`src/rtl/rsr_pkg.sv`:
```
package rsr_pkg;
   typedef enum logic {
      COL_EVEN = 1'b0,
      COL_ODD  = 1'b1
   } col_e;

   // Column that holds a given word index
   function automatic col_e col_of(input int idx);
      return (idx % 2 == 1) ? COL_ODD : COL_EVEN;
   endfunction
endpackage

```
`src/rtl/rsr_column.sv`:
```
module rsr_column #(
   parameter int W     = 4,
   parameter int DEPTH = 32
) (
   input  logic                 clk,
   input  logic                 rst_n,
   input  logic                 load_i,
   input  logic [DEPTH*W-1:0]   load_data_i,
   input  logic [W-1:0]         tail_i,
   output logic [W-1:0]         head_o,
   output logic [W-1:0]         next_o,
   output logic [W-1:0]         tail_o
);
   localparam int LAST = DEPTH - 1;

   generate
      if (W < 1) begin : g_bad_w
         $error("rsr_column: W must be at least 1");
      end
      if (DEPTH < 2) begin : g_bad_depth
         $error("rsr_column: DEPTH must be at least 2");
      end
   endgenerate

   logic [W-1:0] stage_q [DEPTH];

   always_ff @(posedge clk or negedge rst_n) begin
      if (!rst_n) begin
         for (int s = 0; s < DEPTH; s++) stage_q[s] <= '0;
      end else if (load_i) begin
         for (int s = 0; s < DEPTH; s++) stage_q[s] <= load_data_i[s*W +: W];
      end else begin
         for (int s = 0; s < LAST; s++) stage_q[s] <= stage_q[s+1];
         stage_q[LAST] <= tail_i;
      end
   end

   assign head_o = stage_q[0];
   assign next_o = stage_q[1];
   assign tail_o = stage_q[LAST];


   shift_adv_chk: assert property (@(posedge clk) disable iff (!rst_n)
      !load_i |=> head_o == $past(next_o));
endmodule

```
`src/rtl/readout_shift_reg.sv`:
```
module readout_shift_reg #(
   parameter int W      = 4,
   parameter int NWORDS = 64
) (
   input  logic                 clk,
   input  logic                 rst_n,
   input  logic                 load_req,
   input  logic                 test_en,
   input  logic                 ser_odd,
   input  logic                 ser_even,
   input  logic [NWORDS*W-1:0]  load_data,
   output logic [2*W-1:0]       pair_out
);
   import rsr_pkg::*;

   localparam int NPAIR = NWORDS / 2;

   generate
      if (NWORDS % 2 != 0 || NWORDS < 4) begin : g_bad_n
         $error("readout_shift_reg: NWORDS must be even and at least 4");
      end
   endgenerate

   logic          do_load;
   logic [W-1:0]  head_w [2];
   logic [W-1:0]  next_w [2];
   logic [W-1:0]  tail_w [2];
   logic [W-1:0]  fill_w [2];

   assign do_load = load_req && !test_en;

   generate
      for (genvar c = 0; c < 2; c++) begin : g_col
         logic [NPAIR*W-1:0] col_data;
         logic               ser_bit;

         // Column c gathers word indices 2k+c
         for (genvar k = 0; k < NPAIR; k++) begin : g_map
            assign col_data[k*W +: W] = load_data[(2*k + c)*W +: W];
         end

         if (col_of(c) == COL_ODD) begin : g_odd
            assign ser_bit = ser_odd;
         end else begin : g_even
            assign ser_bit = ser_even;
         end

         assign fill_w[c] = test_en ? {W{ser_bit}} : '0;

         rsr_column #(.W(W), .DEPTH(NPAIR)) i_col (
            .clk         (clk),
            .rst_n       (rst_n),
            .load_i      (do_load),
            .load_data_i (col_data),
            .tail_i      (fill_w[c]),
            .head_o      (head_w[c]),
            .next_o      (next_w[c]),
            .tail_o      (tail_w[c])
         );
      end
   endgenerate

   assign pair_out = {head_w[0], head_w[1]};


   always @(posedge clk) begin
      if (!rst_n) begin
         rst_clear_chk: assert (pair_out == '0);
      end
   end


   load_pair_chk: assert property (@(posedge clk) disable iff (!rst_n)
      (load_req && !test_en) |=>
         pair_out == {$past(load_data[W-1:0]), $past(load_data[2*W-1:W])});


   test_noload_chk: assert property (@(posedge clk) disable iff (!rst_n)
      test_en |=> pair_out == $past({next_w[0], next_w[1]}));


   ser_fill_chk: assert property (@(posedge clk) disable iff (!rst_n)
      test_en |=> (tail_w[0] == {W{$past(ser_even)}}) &&
                  (tail_w[1] == {W{$past(ser_odd)}}));


   zero_fill_chk: assert property (@(posedge clk) disable iff (!rst_n)
      (!test_en && !load_req) |=> (tail_w[0] == '0) && (tail_w[1] == '0));
endmodule

```
`config.mk`:
```
export PLATFORM = sky130hd
export DESIGN_NAME = readout_shift_reg
export DESIGN_NICKNAME = d
export VERILOG_FILES = /design/src/rtl/rsr_pkg.sv /design/src/rtl/rsr_column.sv /design/src/rtl/readout_shift_reg.sv
export SDC_FILE = /design/constraint.sdc
export NUM_CORES = 1
export LEC_CHECK = 0
export CAP_MARGIN = 10
export CORE_ASPECT_RATIO = 1.75
export CORE_MARGIN = 5
export CORE_UTILIZATION = 38
export CTS_BUF_LIST = sky130_fd_sc_hd__clkbuf_2
export DETAILED_ROUTE_END_ITERATION = 10
export GPL_TIMING_DRIVEN = 0
export PLACE_DENSITY = 0.73
export SYNTH_ARGS = -nofsm -noshare
export SYNTH_HDL_FRONTEND = slang
export SYNTH_SLANG_ARGS = --single-unit
```
`constraint.sdc`:
```
create_clock -name clk -period 0.8 [get_ports clk]
set_input_delay 0.16 -clock clk [delete_from_list [all_inputs] [get_ports clk]]
set_output_delay 0.16 -clock clk [all_outputs]
set_load 0.005 [all_outputs]
```
==> results_dict.tcl, run 1 <==
set metrics [dict create \
    haltStage "clock tree synthesis" \
    ys_seq_elements 256 \
    die_h_um 229 \
    h-tree-depth 2 \
    synth_simple_gate_area_share 0.00192 \
    hpwl_mm 17.4 \
    yosysWarnings 0 \
    syn-num-nets 814 \
    clock-sinks 256 \
    muxShareOfSynthArea 0.340 \
    post_cts_buffers 0 \
    status "did not finish" \
    floorplan.initialDensity 0.383 \
    ys_seq_area_frac 0.614 \
    first-error "[ERROR RSZ-0060] Max buffer count reached." \
    cts_buffers 59 \
    rows 80 \
    die-width_um 135 \
    cts_hold_buf 259 \
    synth_cells 552 \
    portBuffers 268 \
    synthAdderAreaFrac 0 \
    synth_top_family_by_area "multiplexers" \
    cts_root_buffer "clkbuf_2" \
    clockBufferDepth 3 \
    synth_xor_area_frac 0 \
    gp_congestion 0.731 \
    syn_area_mm2 0.0104 \
    synth_compound_gate_area_share 0.00672 \
    ys_types 12 \
    cts-resized-gates 41 \
    syn-mean-instance-area_um2 18.9 \
    pin_count 270 \
]
Yosys cell counts:
cell,instances,area (um^2)
buf_8,1,15.0
clkbuf_1,1,3.75
dfrtp_1,256,6410
nor2b_1,1,6.26
a22o_1,8,70.1
buf_6,25,282
buf_12,1,20.0
buf_2,2,10.0
mux2_2,48,541
mux2_4,200,3000
nand2b_4,1,13.8
buf_4,8,60.1
cells by family after synthesis:
| kind of cell | Yosys count |
|---|---|
| buffers and inverters | 38 |
| flip-flops | 256 |
| AO/OA/AOI/OAI | 8 |
| multiplexers | 248 |
| AND/OR/NAND/NOR | 2 |
metrics by stage:
step                instances  area [um^2]  setup slack, ns
detailed placement       1191        13700           -0.940
global placement         1189        13600           -11.26
floorplan                 552        10500           -0.422
==> run 2, diff against run 1 <==
CORE_ASPECT_RATIO = default   (was 1.75)
CORE_UTILIZATION = 23   (was 38)
CTS_BUF_LIST = default   (was sky130_fd_sc_hd__clkbuf_2)
PLACE_DENSITY = default   (was 0.73)
PLACE_DENSITY_LB_ADDON = 0.15   (was default)
clock period = 1 ns   (was 0.8 ns; I/O delays follow)
==> results_dict.tcl, run 2 <==
set metrics [dict create \
    final_common_cell "clkdlybuf4s50_1" \
    wl_mm 25.2 \
    die-width_um 223 \
    synthArstFlopShare 1.00 \
    cts_hold_buf 1 \
    startpoint_type "flop" \
    worstSkewPairLatency_ns 0.52 \
    power.internal_mw 22.4 \
    crit_type "flop to primary output" \
    vias 5536 \
    status "finished, violations left" \
    drt_first_iter_violations 159 \
    syn-mean-instance-area_um2 18.9 \
    synth_simple_gate_area_share 0.00192 \
    synthTopCellsByCount "256 x dfrtp_1, 200 x mux2_4, 48 x mux2_2" \
    syn_area_mm2 0.0104 \
    swShare 0.214 \
    hold_viol_final 80 \
    synthAdderAreaFrac 0 \
    synth_top_area_frac 0.614 \
    comb_power_share 0.145 \
    pin_count 270 \
    synth_xor_area_frac 0 \
    syn-num-nets 814 \
    hpwl_mm 17.5 \
    cp_max_fo 1 \
    h-tree-depth 2 \
    violations "hold timing, setup timing" \
    seq_area_mm2 0.00641 \
    fin_crit_sh 1.22 \
    grt-ovfl-total 0 \
    setup_viol 8 \
    drv_cap 0 \
    critPathBufInv 1 \
    grt_pass1_vias 6348 \
    viasPerCell 3.75 \
    p_sw_mw 6.09 \
    floorplan.initialDensity 0.231 \
    crit_arrival_ns 1.02 \
    layout.cells.most_common_list "258 x clkdlybuf4s50_1, 256 x dfrtp_1, 201 x mux2_4, 47 x mux2_2, 37 x clkbuf_16" \
    synth_top_family_by_area "multiplexers" \
    fin_hold_ws_ns -0.296 \
    rows 78 \
    slowest_delay_ns 0.38 \
    nets 1115 \
    rsz0062_at_grt "yes" \
    gp_congestion 0.692 \
    cellLeakagePower_nw 6.88 \
    synth_area_leaders "dfrtp_1 61%, mux2_4 29%, mux2_2 5.2%" \
    critical_path.top_delay_family "flip-flops" \
    cts_root_buffer "clkbuf_16" \
    hp-class "input pin to async pin" \
    grt_pass1_wl_mm 38.6 \
    fin_area_mm2 0.0151 \
    cp.required_ns 0.80 \
    seqPwrFrac 0.431 \
    slew_viol_final 0 \
    synthMostInstantiatedCell "dfrtp_1" \
    synthFlopType "dfrtp_1" \
    placed_cell_area_mm2 0.0139 \
    cts_buffers 34 \
    die_h_um 223 \
    min_period_ns 1.22 \
    slowest_stage "dfrtp_1" \
    cts_tree "yes" \
    muxShareOfSynthArea 0.340 \
    dieArea_mm2 0.0497 \
    end_kind "primary output" \
    fp.coreArea_mm2 0.0451 \
    multiInputGateArea_mm2 0.00364 \
    clockBufferDepth 3 \
    yosysWarnings 0 \
    fillers 4434 \
    regMostFlops "g_col.i_col.stage_q" \
    clock.fmax_ghz 0.817 \
    max-slew-margin-rel 0.558 \
    path_cells "buf_6" \
    worst_slack_ns -0.224 \
    ant_nets 0 \
    clkSlewWorstSetupHoldPaths_ns 0.06 \
    synth_cells 552 \
    p_per_area_mw_per_mm2 1890 \
    drive_gt1_frac 0.385 \
    finalClockSkew_ns 0.0108 \
    firstDrtPassIters 4 \
    synth_area_leader_cell "dfrtp_1" \
    ys_seq_area_frac 0.614 \
    grt_util_all_layers 0.101 \
    largest_reg_flops 232 \
    synth_compound_gate_area_share 0.00672 \
    syn2layout_area_growth_pct 44.4 \
    antenna_found_initial 11 \
    grt_max_degree 108 \
    clock-sinks 256 \
    synth_edf_count 0 \
    ys_seq_elements 256 \
    wl_per_cell_um 17.1 \
    p_clk_frac 0.425 \
    worstMarginPinSlew_ns 0.663 \
    ir_drop_uv 897 \
    drc 0 \
    ys_types 12 \
    portBuffers 268 \
    dp_slack_ns -0.824 \
]
==> run 2: cell counts after synthesis <==
No cell type changed its count.
==> run 2: repair_timing <==
action / CTS / global route
endpoints found under the hold margin: 88 / 80
setup endpoints to repair: 253 / 53
setup buffers: 2 / 0
pin swaps: 0 / 0
gates resized for setup: 47 / 2
==> run 2: metal layers <==
metal	part of all wire	global-route usage	vias to the layer above	wire length [um]
met1	0.43	0.124	2725	10700
met5	0.0039	0	-	97
met3	0.11	0.0558	71	2840
li1	-	-	2525	-
met2	0.43	0.150	197	10900
met4	0.027	0.0362	18	684
==> run 2: area by class of cell <==
type	instances	share of cell area
clock buffer	56	0.0709
tap	600	0.0499
multi-input combinational	258	0.242
clock inverter	2	0.00249
buffer	30	0.0250
sequential	256	0.425
timing repair buffer	273	0.184
antenna	2	0.000332
==> run 2: worst paths after layout <==
check | start | end | slack (ns) | cells past startpoint
worst min register to register | g_col[1].i_col.stage_q[115] | g_col[1].i_col.stage_q[119] | 0.47 | 1
worst max register to register | g_col[1].i_col.stage_q[112] | g_col[1].i_col.stage_q[116] | 0.21 | 1
min in group clk | test_en | g_col[0].i_col.tail_o[3] | 0.21 | 4
worst max-delay path | g_col[1].i_col.head_o[3] | pair_out[3] | -0.22 | 1
worst min-delay path | rst_n | g_col[1].i_col.stage_q[77] | -0.30 | 1
max in group asynchronous | rst_n | g_col[0].i_col.stage_q[23] | 0.30 | 2
==> run 2: power by group through the flow <==
stage	Sequential (mW)	Clock (mW)	Combinational (mW)
floorplan	12.3	0	2.56
global placement	12.5	0	4.15
detailed placement	12.4	0	4.24
CTS	12.3	12.7	4.23
global route	12.4	13.0	4.46
finish	12.2	12.1	4.12
==> run 2: cells by family (layout without fill, tap and decap cells) <==
family                 after synthesis  in the layout
other                                0              2
muxes                              248            248
and+or+nand+nor                      2              2
buffers and inverters               38            361
AOI/OAI and AO/OA                    8              8
DFF                                256            256
==> run 2: per-stage QoR <==
step                TNS (ns)  hold slack, ns  instances  power [mW]  utilization
floorplan             -61.21         -0.0956        552        14.8            -
global placement    -3363.61           0.458       1420        16.6        0.308
detailed placement   -219.26           0.268       1422        16.7        0.309
CTS                    -2.12          -0.313       1475        29.2        0.334
global route           -2.10          -0.258       1475        29.9        0.334
finish                 -1.67          -0.296       1477        28.4        0.334
No activity file was read; power rests on OpenSTA's default activity.
==> run 3, diff against run 2 <==
CTS_CLUSTER_DIAMETER = 200   (was default)
HOLD_SLACK_MARGIN = 0.05   (was default)
==> results of run 3 <==
The final DEF is identical to that of run 2; final timing and power are the same.
